**src/rtl/rsb_pkg.sv**
```systemverilog
package rsb_pkg;

  typedef enum logic [3:0] {
    OP_RLC  = 4'd0,
    OP_RRC  = 4'd1,
    OP_RL   = 4'd2,
    OP_RR   = 4'd3,
    OP_SLA  = 4'd4,
    OP_SRA  = 4'd5,
    OP_SWAP = 4'd6,
    OP_SRL  = 4'd7,
    OP_BIT  = 4'd8,
    OP_RLCA = 4'd9,
    OP_RRCA = 4'd10,
    OP_RLA  = 4'd11,
    OP_RRA  = 4'd12
  } rsbOpE;

  // flag nibble layout, MSB first
  typedef struct packed {
    logic zero;
    logic sub;
    logic half;
    logic carry;
  } rsbFlagsT;

  // Strobes from the decoder to the datapath
  typedef struct packed {
    logic isShift;   // result is produced by the shifter
    logic toLeft;    // direction of the move
    logic circ;      // the bit shifted out re-enters at the other end
    logic viaCarry;  // the incoming carry enters the vacated bit
    logic keepMsb;   // a right shift copies bit 7
    logic isSwap;    // nibble exchange
    logic isBit;     // single-bit test
    logic accForm;   // Zero is forced low
  } rsbCtrlT;

endpackage

```
**src/rtl/rsb_ctrl.sv**
```systemverilog
module rsb_ctrl
  import rsb_pkg::*;
(
  input  logic [3:0] opCode,
  output rsbCtrlT    ctrl
);

  always_comb begin
    ctrl = '0;
    unique case (opCode)
      OP_RLC:  begin ctrl.isShift = 1'b1; ctrl.toLeft = 1'b1; ctrl.circ = 1'b1; end
      OP_RRC:  begin ctrl.isShift = 1'b1; ctrl.circ = 1'b1; end
      OP_RL:   begin ctrl.isShift = 1'b1; ctrl.toLeft = 1'b1; ctrl.viaCarry = 1'b1; end
      OP_RR:   begin ctrl.isShift = 1'b1; ctrl.viaCarry = 1'b1; end
      OP_SLA:  begin ctrl.isShift = 1'b1; ctrl.toLeft = 1'b1; end
      OP_SRA:  begin ctrl.isShift = 1'b1; ctrl.keepMsb = 1'b1; end
      OP_SWAP: begin ctrl.isShift = 1'b1; ctrl.isSwap = 1'b1; end
      OP_SRL:  begin ctrl.isShift = 1'b1; end
      OP_BIT:  begin ctrl.isBit = 1'b1; end
      OP_RLCA: begin ctrl.isShift = 1'b1; ctrl.toLeft = 1'b1; ctrl.circ = 1'b1; ctrl.accForm = 1'b1; end
      OP_RRCA: begin ctrl.isShift = 1'b1; ctrl.circ = 1'b1; ctrl.accForm = 1'b1; end
      OP_RLA:  begin ctrl.isShift = 1'b1; ctrl.toLeft = 1'b1; ctrl.viaCarry = 1'b1; ctrl.accForm = 1'b1; end
      OP_RRA:  begin ctrl.isShift = 1'b1; ctrl.viaCarry = 1'b1; ctrl.accForm = 1'b1; end
      default: ctrl = '0;
    endcase
  end

endmodule

```
**src/rtl/rsb_datapath.sv**
```systemverilog
module rsb_datapath
  import rsb_pkg::*;
#(
  parameter int DATA_W = 8,
  localparam int IDX_W = $clog2(DATA_W),
  localparam int HALF  = DATA_W / 2
) (
  input  rsbCtrlT            ctrl,
  input  logic [DATA_W-1:0]  operand,
  input  logic [IDX_W-1:0]   bitIdx,
  input  logic               carryIn,
  output logic [DATA_W-1:0]  dataOut,
  output logic               carryOut,
  output logic               selBit
);

  logic [DATA_W-1:0] swapped;
  logic [DATA_W-1:0] moved;
  logic              fillLo;
  logic              fillHi;
  logic              movedCarry;

  // Nibble exchange: output bit i takes the bit half a word away
  for (genvar i = 0; i < DATA_W; i++) begin : gSwap
    assign swapped[i] = operand[(i + HALF) % DATA_W];
  end

  always_comb begin
    fillLo = ctrl.circ ? operand[DATA_W-1] : (ctrl.viaCarry ? carryIn : 1'b0);
    fillHi = ctrl.circ ? operand[0]
           : ctrl.viaCarry ? carryIn
           : ctrl.keepMsb ? operand[DATA_W-1] : 1'b0;
    if (ctrl.toLeft) begin
      moved      = {operand[DATA_W-2:0], fillLo};
      movedCarry = operand[DATA_W-1];
    end else begin
      moved      = {fillHi, operand[DATA_W-1:1]};
      movedCarry = operand[0];
    end
  end

  always_comb begin
    if (!ctrl.isShift) begin
      dataOut  = operand;
      carryOut = carryIn;
    end else if (ctrl.isSwap) begin
      dataOut  = swapped;
      carryOut = 1'b0;
    end else begin
      dataOut  = moved;
      carryOut = movedCarry;
    end
  end

  assign selBit = operand[bitIdx];

  // A move by one place keeps all bits but the one shifted out
  always_comb begin
    if (ctrl.isShift && !ctrl.isSwap && ctrl.circ)
      AST_CIRC_KEEPS_ONES: assert ($countones(dataOut) == $countones(operand));
    if (ctrl.isShift && ctrl.isSwap)
      AST_SWAP_KEEPS_ONES: assert ($countones(dataOut) == $countones(operand));
  end

endmodule

```
**src/rtl/rsb_unit.sv**
```systemverilog
module rsb_unit
  import rsb_pkg::*;
#(
  parameter int DATA_W = 8,
  localparam int IDX_W = $clog2(DATA_W)
) (
  input  logic [3:0]        opCode,
  input  logic [DATA_W-1:0] operand,
  input  logic [IDX_W-1:0]  bitIdx,
  input  logic [3:0]        flagsIn,
  output logic [DATA_W-1:0] result,
  output logic              resultValid,
  output logic [3:0]        flagsOut
);

  rsbCtrlT  ctrl;
  rsbFlagsT fIn;
  rsbFlagsT fOut;
  logic     carryOut;
  logic     selBit;

  assign fIn = rsbFlagsT'(flagsIn);

  rsb_ctrl u_ctrl (
    .opCode (opCode),
    .ctrl   (ctrl)
  );

  rsb_datapath #(.DATA_W(DATA_W)) u_dp (
    .ctrl     (ctrl),
    .operand  (operand),
    .bitIdx   (bitIdx),
    .carryIn  (fIn.carry),
    .dataOut  (result),
    .carryOut (carryOut),
    .selBit   (selBit)
  );

  always_comb begin
    fOut = fIn;
    if (ctrl.isBit) begin
      fOut.zero = ~selBit;
      fOut.sub  = 1'b0;
      fOut.half = 1'b1;
    end else if (ctrl.isShift) begin
      fOut.zero  = ctrl.accForm ? 1'b0 : (result == '0);
      fOut.sub   = 1'b0;
      fOut.half  = 1'b0;
      fOut.carry = carryOut;
    end
  end

  assign flagsOut    = fOut;
  assign resultValid = ctrl.isShift;

  always_comb begin
    if (opCode == OP_BIT) begin
      AST_BIT_NO_WRITE: assert (!resultValid);
      AST_BIT_CARRY_KEPT: assert (flagsOut[0] == flagsIn[0]);
    end
    if (opCode >= OP_RLCA)
      if (opCode <= OP_RRA)
        AST_ACC_ZERO_LOW: assert (flagsOut[3] == 1'b0);
    if (opCode > OP_RRA)
      AST_IDLE_PASS: assert (flagsOut == flagsIn && result == operand && !resultValid);
    if (resultValid)
      AST_WRITE_CLEARS_SUB: assert (flagsOut[2] == 1'b0 && flagsOut[1] == 1'b0);
  end

endmodule

```
**config.mk**
```make
export PLATFORM = sky130hd
export DESIGN_NAME = rsb_unit
export DESIGN_NICKNAME = d
export VERILOG_FILES = /design/src/rtl/rsb_pkg.sv /design/src/rtl/rsb_ctrl.sv /design/src/rtl/rsb_datapath.sv /design/src/rtl/rsb_unit.sv
export SDC_FILE = /design/constraint.sdc
export NUM_CORES = 1
export LEC_CHECK = 0
export ABC_AREA = 0
export BUFFER_PORTS_ARGS = -buffer_cell sky130_fd_sc_hd__buf_2
export CORE_MARGIN = 2
export CORE_UTILIZATION = 35
export DETAILED_ROUTE_END_ITERATION = 10
export PLACE_DENSITY_LB_ADDON = 0.25
export REMOVE_ABC_BUFFERS = 1
export SLEW_MARGIN = 20
export SYNTH_ARGS = -nofsm -noshare
export SYNTH_HDL_FRONTEND = slang
export SYNTH_SLANG_ARGS = --single-unit
```
**constraint.sdc**
```tcl
create_clock -name vclk -period 1.91
set_input_delay 0.0955 -clock vclk [all_inputs]
set_output_delay 0.0955 -clock vclk [all_outputs]
set_load 0.03 [all_outputs]
```
* Yosys cells after proc, flatten, opt, wreduce, memory -nomap -nowiden
Index checks and enable logic that the tools add are counted.
Storage, ports and cells: bits in registers 0, input port bits 19, output and inout port bits 13, logic and storage cells 45
Operators by class: $lt $le $gt $ge 1, equality and inequality tests 12, multiplexer cells 24, bitwise gates (word level) 1, reduce and logical (&&, ||, !) cells 7
Operator list (count):
- $mux W8 | 3
- $eq A4 B4 Y1 const B | 5
- $mux W1 | 18
- $eq A4 B3 Y1 const B | 4
- $reduce_or A12 Y1 | 1
- $reduce_or A4 Y1 | 3
- $eq A4 B2 Y1 const B | 2
- $logic_not A8 Y1 | 1
- $reduce_or A5 Y1 | 1
- $eq A4 B1 Y1 const B | 1
- $logic_not A4 Y1 | 1
- $lt A3 B4 Y1 const B | 1
- $mux W4 | 1
- $bmux W1 S3 | 1
- $mux W3 | 1
- $not A1 Y1 | 1

* Depth between registers and ports, before layout
Gate-level depths: netlist of run 1.
depth in word-level cells 12, mapped depth 9, depth with buffers taken out 6

* Modules after synthesis
From an unflattened synthesis of run 1, not the netlist that was laid out.
Unflattened totals: cell total of the unflattened synthesis 89, area total of the unflattened synthesis 618.1 µm²
By module, submodules not included:
- rsb_datapath | times used 1, cells an instance 58, area an instance 376.6 µm²
- rsb_ctrl | times used 1, cells an instance 19, area an instance 161.4 µm²
- rsb_unit | times used 1, cells an instance 12, area an instance 80.1 µm²

* Worst setup path before layout of run 1
Ideal clock, no wire load.
path kind in2out, start point in opCode[1], end point out flagsOut[3], arrival time 2.201 ns, data required time 1.814 ns, path slack -0.386 ns, cell stages on the path 7, buffers on the path 1, path through buf_4 -> nor4b_2 -> nor4_1 -> a221o_1 -> or3_1 -> nand4bb_1 -> o41ai_2
On the way: elaborated cells between the ends (all ways) 38
RTL lines:
- from (decl) | RTL line rsb_unit.sv:7 | input logic [3:0] opCode,
- $eq A4 B2 Y1 (tied with other cells) | RTL line rsb_ctrl.sv:10 | unique case (opCode)
- $reduce_or A5 Y1 (no line)
- $mux W1 | RTL line rsb_ctrl.sv:10
- $mux W8 | RTL line rsb_datapath.sv:33 | if (ctrl.toLeft) begin
- $mux W8 | RTL line rsb_datapath.sv:46 | end else if (ctrl.isSwap) begin
- $mux W8 * | RTL line rsb_datapath.sv:43 | if (!ctrl.isShift) begin
- net result[4] | RTL line rsb_unit.sv:11 | output logic [DATA_W-1:0] result,
- $logic_not A8 Y1 * | RTL line rsb_unit.sv:46 | fOut.zero = ctrl.accForm ? 1'b0 : (result == '0);
- $mux W1 * | RTL line rsb_unit.sv:46
- $mux W4 * | RTL line rsb_unit.sv:45 | end else if (ctrl.isShift) begin
- $mux W3 * | RTL line rsb_unit.sv:41 | if (ctrl.isBit) begin
- to (decl) | RTL line rsb_unit.sv:13 | output logic [3:0] flagsOut
The timed path passes the listed nets; every way through them passes the cells marked *.

* Worst setup path after layout of run 1
start point in opCode[2], end point out flagsOut[3]
On the way: cells in the longest elaborated chain, start to end 12, elaborated cells between the ends (all ways) 38
Ends and longest elaborated chain (RTL line):
- $eq A4 B2 Y1 (tied with other cells) | rsb_ctrl.sv:10
- $reduce_or A4 Y1 (no line) / $mux W1 (equally long branches)
- $mux W1 (on tied branches) | rsb_ctrl.sv:10, rsb_datapath.sv:32
- $mux W1 (on tied branches) | rsb_datapath.sv:29, rsb_datapath.sv:31
- $mux W1 (on tied branches) | rsb_datapath.sv:29, rsb_datapath.sv:30
- $mux W8 | rsb_datapath.sv:33
- $mux W8 | rsb_datapath.sv:46
- $mux W8 | rsb_datapath.sv:43
- $logic_not A8 Y1 | rsb_unit.sv:46
- $mux W1 | rsb_unit.sv:46
- $mux W4 | rsb_unit.sv:45
- $mux W3 * | rsb_unit.sv:41
Mark *: on every way between the ends. The rest lies on a longest branch, timed or not.

==> impl_metrics.json, run 1 <==
{
  "grt_pass1_vias": 1174,
  "setup_viol": 1,
  "seq_cell_count": 0,
  "fillers": 268,
  "hold_ws_ns": 0.5230,
  "worst_pin_slew_ns": 0.4199,
  "gp_congestion": 0.9254,
  "antenna_found_initial": 0,
  "pre_cts_ws_ns": -0.2019,
  "post-synth-top-area-cell": "o21ai_0",
  "max_freq_mhz": 485.4,
  "hold_start": "flagsIn[2]",
  "slew_violations": 0,
  "min_path_type": "input port to primary output",
  "via_per_inst": 5.818,
  "dpl.hpwl_mm": 2.533,
  "yosysUniqueCellTypes": 47,
  "synth.avg_cell_area_um2": 6.837,
  "routedWlPerCell_um": 14.88,
  "status": "finished with violations",
  "initial_core_util_pct": 37.61,
  "ant_nets": 0,
  "fin_crit_ns": 2.060,
  "antenna_cells": 0,
  "setup_ws_ns": -0.1501,
  "yosysMostFrequentCell": "o21ai_0",
  "grt.total_usage_pct": 19.89,
  "dieHeight_um": 56.30,
  "clock_buffer_count": 0,
  "die_x_um": 56.30,
  "cp.depth": 8,
  "crit_end": "flagsOut[3]",
  "failed_checks": "negative setup slack",
  "seq_area_um2": 0,
  "drive_above_1_share_pct": 44.74,
  "cp-start-kind": "input port",
  "maxSlewHeadroom_pct": 71.65,
  "num_vias": 1280,
  "critPathMaxFanout": 9,
  "fin_nets": 211,
  "synth_common_cells": "o21ai_0, nand2_1, a21oi_1, nor2_1",
  "ios": 32,
  "area_growth_pct": 41.96,
  "grt_pass1_wl_mm": 5.340,
  "hold_buffers": 0,
  "wirelength_mm": 3.273,
  "rsz0062_at_grt": "true",
  "finalPower_mw": 0.3915,
  "cpLargestDelayFamily": "simple AND/OR/NAND/NOR gates",
  "slowest_stage": "or4b_4",
  "setup.worst_path.start": "opCode[2]",
  "netlist_area_um2": 957.2,
  "drt_first_pass_iters": 4,
  "std_cell_rows": 18,
  "crit_required_ns": 1.81,
  "fp.coreArea_um2": 2545,
  "post-route-period-util_pct": 107.9,
  "crit_arrival_ns": 1.96,
  "syn_inst": 140,
  "power_density_nw_per_um2": 288.1,
  "synth_area_leaders": "o21ai_0, a21oi_1, buf_6",
  "cp-end-kind": "primary output",
  "first_iter_violations": 35,
  "hold_violations": 0,
  "drc": 0,
  "maxCapViolations": 0,
  "grt_overflow": 0,
  "power_leakage_nw": 0.5980,
  "crit_chain": "clkbuf_4 -> or4b_4 -> o211ai_2 -> a2111oi_2 -> or3_1 -> nand4bb_1 -> o41ai_2 -> buf_4",
  "final_core_util_pct": 53.39,
  "vdd_drop_max_v": 0.0001586,
  "grt_max_degree": 17,
  "crit_type": "input port to primary output",
  "ys_warn_count": 0,
  "yosys.area.top_type_share_pct": 7.320,
  "crit_path_max_incr_delay_ns": 0.52,
  "io_buffers": 32,
  "die-area_um2": 3169,
  "synth-seq-area-share_pct": 0,
  "cp_num_buf_inv": 2
}
-- per-layer routing --
layer | global-route usage [%] | up-vias | part of all wire, %
li1 | - | 634 | -
met2 | 33.78 | 56 | 48
met5 | 0 | - | 0
met4 | 1.361 | 0 | 0
met3 | 0.9217 | 0 | 7.2
met1 | 28.91 | 590 | 44
-- how the worst min path moves through the flow --
| stage | end | slack (ns) | depth (start not counted) |
|---|---|---|---|
| 6_report | flagsOut[2] | 0.52 | 4 |
| 3_3_place_gp | flagsOut[2] | 0.52 | 4 |
| 4_1_cts | flagsOut[2] | 0.53 | 4 |
| 2_1_floorplan | result[5] | 0.31 | 1 |
| 3_5_place_dp | flagsOut[2] | 0.53 | 4 |
| 5_1_grt | flagsOut[2] | 0.54 | 4 |
-- per-stage QoR --
step	cell area, um2	cells	setup TNS, ns
after floorplan	853.3	124	-0.2466
after global routing	1359	220	-0.2476
after CTS	1311	220	-0.1748
final	1359	220	-0.1501
after detailed placement	1306	220	-0.2019
after global placement	1306	220	-0.1572
-- power breakdown --
group	internal [mW]	switching (mW)	leakage, nW
registers	0	0	0
logic	0.171	0.220	0.598
clock network	0	0	0
-- placed cells by master (no fill, tap or decap), types with 3 or more instances in the layout --
| master | n |
|---|---|
| o21ai_0 | 13 |
| nand3_1 | 7 |
| a21oi_1 | 10 |
| buf_4 | 34 |
| buf_6 | 3 |
| nand3b_1 | 5 |
| nand2_1 | 12 |
| a221o_1 | 4 |
| nor2b_1 | 6 |
| mux2_2 | 3 |
| nor2_1 | 9 |
| nand2b_1 | 7 |
| inv_1 | 4 |
| buf_2 | 27 |
-- repair_timing --
action,4_1_cts,5_1_grt
gates resized for setup,2,14
setup endpoints to repair,1,3
setup buffers,0,0
-- final cells by class --
cell class	count	area [um2]	share of cell area, %
Tap cell	30	37.54	2.762
Timing Repair Buffer	66	439.2	32.32
Multi-Input combinational cell	120	867.1	63.81
Inverter	4	15.01	1.105
-- logic make-up (layout without fill, tap and decap cells) --
| logic type | after synthesis | after routing | share of synthesized area [%] |
|---|---|---|---|
| buffers and inverters | 20 | 70 | 12.42 |
| muxes | 6 | 6 | 9.281 |
| AOI/OAI and AO/OA | 49 | 49 | 37.78 |
| and+or+nand+nor | 65 | 65 | 40.52 |
Power figures use the tool's default switching activity.
==> inputs of run 2 (changes only) <==
--- a/config.mk
+++ b/config.mk
@@ -7,7 +7,8 @@
 export LEC_CHECK = 0
 export ABC_AREA = 0
 export BUFFER_PORTS_ARGS = -buffer_cell sky130_fd_sc_hd__buf_2
-export CORE_MARGIN = 2
+export CORE_ASPECT_RATIO = 1.5
+export CORE_MARGIN = 5
 export CORE_UTILIZATION = 35
 export DETAILED_ROUTE_END_ITERATION = 10
 export PLACE_DENSITY_LB_ADDON = 0.25
==> run 2 against run 1 <==
The flow still finishes with violations (negative setup slack). First-iteration DRC count up 77%. Count of clock-buffer cells in the layout unchanged. Sequential cell count unchanged. Via count up 7.7%. Routed wire length up 20%. Critical path depth unchanged. Largest cell class unchanged. Highest routed layer is now met4.
==> impl_metrics.json, run 2 (synthesized netlist as in run 1, its figures left out) <==
{
  "failed_checks": "negative setup slack",
  "ant_nets": 0,
  "area_growth_pct": 65.49,
  "crit_type": "input port to primary output",
  "worst_pin_slew_ns": 0.4224,
  "rsz0062_at_grt": "true",
  "die_x_um": 52.70,
  "dpl.hpwl_mm": 2.984,
  "cp-start-kind": "input port",
  "dieHeight_um": 74.05,
  "swShare_pct": 53.17,
  "setup_viol": 1,
  "crit_required_ns": 1.81,
  "combPwrFrac_pct": 100.0,
  "status": "finished with violations",
  "final_cell_mix": "buf_4, buf_2, o21ai_0, nand2_1, a21oi_1",
  "postPlaceCellArea_um2": 1365,
  "p_seq_share_pct": 0,
  "clock_buffer_count": 0,
  "post-route-period-util_pct": 107.0,
  "p_int_mw": 0.2156,
  "grt.total_usage_pct": 20.54,
  "design_area_um2": 1584,
  "critPathMaxFanout": 16,
  "routedWlPerCell_um": 16.37,
  "drt_first_pass_iters": 4,
  "setup.worst_path.start": "opCode[2]",
  "antenna_found_initial": 0,
  "grt_max_degree": 18,
  "slew_violations": 0,
  "power_density_nw_per_um2": 290.7,
  "seq_cell_count": 0,
  "io_buffers": 32,
  "power_leakage_nw": 0.6955,
  "cp-end-kind": "primary output",
  "grt_overflow": 0,
  "drive_above_1_share_pct": 50.74,
  "fillers": 232,
  "min_path_type": "input port to primary output",
  "p_clk_share_pct": 0,
  "gp_congestion": 0.9352,
  "drc": 0,
  "hold_violations": 0,
  "crit_end": "flagsOut[3]",
  "grt_pass1_vias": 1405,
  "hold_buffers": 0,
  "initial_core_util_pct": 36.15,
  "hold_start": "flagsIn[2]",
  "final_common_cell": "buf_4",
  "first_iter_violations": 62,
  "max_freq_mhz": 489.5,
  "crit_arrival_ns": 1.95,
  "ios": 32,
  "via_per_inst": 5.746,
  "num_vias": 1379,
  "grt_pass1_wl_mm": 6.348,
  "wirelength_mm": 3.929,
  "fp.coreArea_um2": 2648,
  "fin_crit_ns": 2.043,
  "power_switching_mw": 0.2448,
  "die-area_um2": 3902,
  "seq_area_um2": 0,
  "maxSlewHeadroom_pct": 71.82,
  "setup_ws_ns": -0.1331,
  "fin_nets": 224,
  "vdd_drop_max_v": 0.0001822,
  "antenna_cells": 0,
  "final.setup.tns_ns": -0.1331,
  "maxCapViolations": 0,
  "std_cell_rows": 23
}
run 2: worst min path at each step:
stage | to | cells after the start
after CTS | flagsOut[2] | 4
after global placement | flagsOut[2] | 4
after floorplan | result[5] | 1
after global routing | flagsOut[2] | 4
final | flagsOut[2] | 4
after detailed placement | flagsOut[2] | 4
run 2: through the flow:
step / instances / worst slack [ns] / power, mW / utilization [%] / hold WS, ns
6_report: 240 / -0.1331 / 0.4605 / 59.83 / 0.5234
5_1_grt: 240 / -0.1912 / 0.4901 / 59.83 / 0.5559
4_1_cts: 240 / -0.1895 / 0.4454 / 58.46 / 0.5264
3_5_place_dp: 232 / -0.2628 / 0.3945 / 51.56 / 0.5250
3_3_place_gp: 232 / -0.2298 / 0.3897 / 51.56 / 0.5201
2_1_floorplan: 124 / -0.2466 / 0.1895 / - / 0.3145
run 2: cell type report:
type,instances,area [um2],area share (%)
inverter,4,15.01,0.9479
multi-input combinational,120,933.4,58.93
timing repair buffer,79,589.3,37.20
tap,37,46.29,2.923
run 2: power by group through the flow:
stage	clock, mW	sequential [mW]	combinational (mW)
floorplan	0	0	0.189
global placement	0	0	0.390
detailed placement	0	0	0.394
CTS	0	0	0.445
global route	0	0	0.490
finish	0	0	0.460
run 2: critical path, cell delays in order:
cell	delay, ns
buf_6	0.14
or4b_4	0.53
o211ai_4	0.10
a2111oi_4	0.11
or3_1	0.32
nand4bb_4	0.21
o41ai_2	0.23
buf_4	0.22
run 2: timing repair:
action / 4_1_cts / 5_1_grt
resized for setup: 25 / 9
pin swaps: 11 / 3
cloned: 0 / 0
setup buffers: 8 / 0
endpoints found under the setup margin: 1 / 4
run 2: metal layers:
| layer | track usage (%) | share of wire (%) | vias to the layer above |
|---|---|---|---|
| met5 | 0 | 0 | - |
| met4 | 8.239 | 5.4 | 0 |
| met3 | 1.804 | 6.9 | 26 |
| met2 | 38.95 | 51 | 79 |
| met1 | 22.76 | 36 | 617 |
| li1 | - | - | 657 |
==> inputs of run 3 (changes only) <==
--- a/config.mk
+++ b/config.mk
@@ -6,9 +6,8 @@
 export NUM_CORES = 1
 export LEC_CHECK = 0
 export ABC_AREA = 0
-export BUFFER_PORTS_ARGS = -buffer_cell sky130_fd_sc_hd__buf_2
+export BUFFER_PORTS_ARGS = -buffer_cell sky130_fd_sc_hd__buf_4
 export CORE_ASPECT_RATIO = 1.5
-export CORE_MARGIN = 5
 export CORE_UTILIZATION = 35
 export DETAILED_ROUTE_END_ITERATION = 10
 export PLACE_DENSITY_LB_ADDON = 0.25
==> run 3 against run 2 <==
The run still ends with negative setup slack left. Critical path depth is the same. Sequential cell count did not move. Power fell by 2.6%. Combinational power shrank 2%. Maximum frequency increased by 0.87%. Routed wire length shrank 9.9%. Highest routed layer unchanged.
==> impl_metrics.json, run 3 (synthesized netlist as in run 1, its figures left out) <==
{
  "status": "finished with violations",
  "failed_checks": "negative setup slack",
  "area_growth_pct": 57.52,
  "via_per_inst": 5.799,
  "rsz0062_at_grt": "true",
  "fp.coreArea_um2": 2532,
  "pre_cts_ws_ns": -0.1715,
  "maxSlewHeadroom_pct": 73.66,
  "ant_nets": 0,
  "hold_violations": 0,
  "crit_required_ns": 1.81,
  "hold_buffers": 0,
  "grt_pass1_vias": 1197,
  "grt_pass1_wl_mm": 5.761,
  "std_cell_rows": 22,
  "grt_max_degree": 24,
  "cp_num_buf_inv": 2,
  "first_iter_violations": 54,
  "crit_chain": "buf_12 -> nor4b_4 -> nor4_2 -> a221o_1 -> or3_4 -> nand4bb_4 -> o41ai_2 -> buf_4",
  "num_vias": 1299,
  "crit_type": "input port to primary output",
  "multi_input_area_um2": 899.6,
  "dieHeight_um": 66.05,
  "post-route-period-util_pct": 106.0,
  "fillers": 253,
  "cpLargestDelayFamily": "simple AND/OR/NAND/NOR gates",
  "routedWlPerCell_um": 15.81,
  "min_path_type": "input port to primary output",
  "drc": 0,
  "antenna_cells": 0,
  "dpl.hpwl_mm": 2.486,
  "seq_cell_count": 0,
  "ios": 32,
  "die_x_um": 44.70,
  "io_buffers": 32,
  "grt_overflow": 0,
  "clock_buffer_count": 0,
  "final_cell_mix": "buf_4, o21ai_0, a21oi_1, nand2_1, nor2_1",
  "crit_arrival_ns": 1.93,
  "crit_path_max_incr_delay_ns": 0.37,
  "design_area_um2": 1508,
  "postPlaceCellArea_um2": 1341,
  "grt.total_usage_pct": 25.26,
  "slew_violations": 0,
  "antenna_found_initial": 0,
  "cp-end-kind": "primary output",
  "drive_above_1_share_pct": 45.21,
  "worst_pin_slew_ns": 0.3852,
  "drt_first_pass_iters": 5,
  "hold_ws_ns": 0.5251,
  "fin_nets": 209,
  "power_density_nw_per_um2": 297.6,
  "final_common_cell": "buf_4",
  "max_freq_mhz": 493.7,
  "fin_crit_ns": 2.025,
  "seq_area_um2": 0,
  "cp-start-kind": "input port",
  "die-area_um2": 2952,
  "setup_viol": 1,
  "setup_ws_ns": -0.1153,
  "critPathMaxFanout": 8,
  "initial_core_util_pct": 37.80,
  "gp_congestion": 0.8572,
  "slowest_stage": "or3_4",
  "finalPower_mw": 0.4487,
  "power_leakage_nw": 0.6413,
  "maxCapViolations": 0,
  "vdd_drop_max_v": 0.0001450,
  "final.setup.tns_ns": -0.1153,
  "wirelength_mm": 3.541
}
## run 3: final cells by class
class	count	share of cell area [%]
Inverter	4	0.9958
Multi-Input combinational cell	120	59.67
Tap cell	36	2.988
Timing Repair Buffer	64	36.35
## run 3: where the power goes
part / internal (mW) / switching [mW]
Clock: 0 / 0
Combinational: 0.217 / 0.232
Sequential: 0 / 0
## run 3: worst min-delay path, stage by stage
cell	delay, ns
buf_4	0.11
inv_1	0.04
nor2_1	0.03
buf_4	0.15
## run 3: per-stage QoR
step / instances / util (%)
2_1_floorplan: 124 / -
3_3_place_gp: 219 / 52.96
3_5_place_dp: 219 / 52.96
4_1_cts: 223 / 58.05
5_1_grt: 224 / 59.54
6_report: 224 / 59.54
## run 3: routing by layer
metal  part of all wire (%)  GRT usage (%)  vias up
met5                      0              0        -
met4                    1.2          6.439        0
met3                    3.6         0.5464        6
met2                     58          47.79       45
met1                     37          30.00      621
li1                       -              -      627
## run 3: worst paths after layout
kind                   start          end  depth (start not counted)
setup / recovery   opCode[2]  flagsOut[3]                          8
hold / removal    flagsIn[2]  flagsOut[2]                          4
## run 3: timing repair
action,CTS,global route
endpoints found under the setup margin,1,1
pin swaps,9,4
cloned,1,0
buffers inserted,3,1
gates resized for setup,18,5
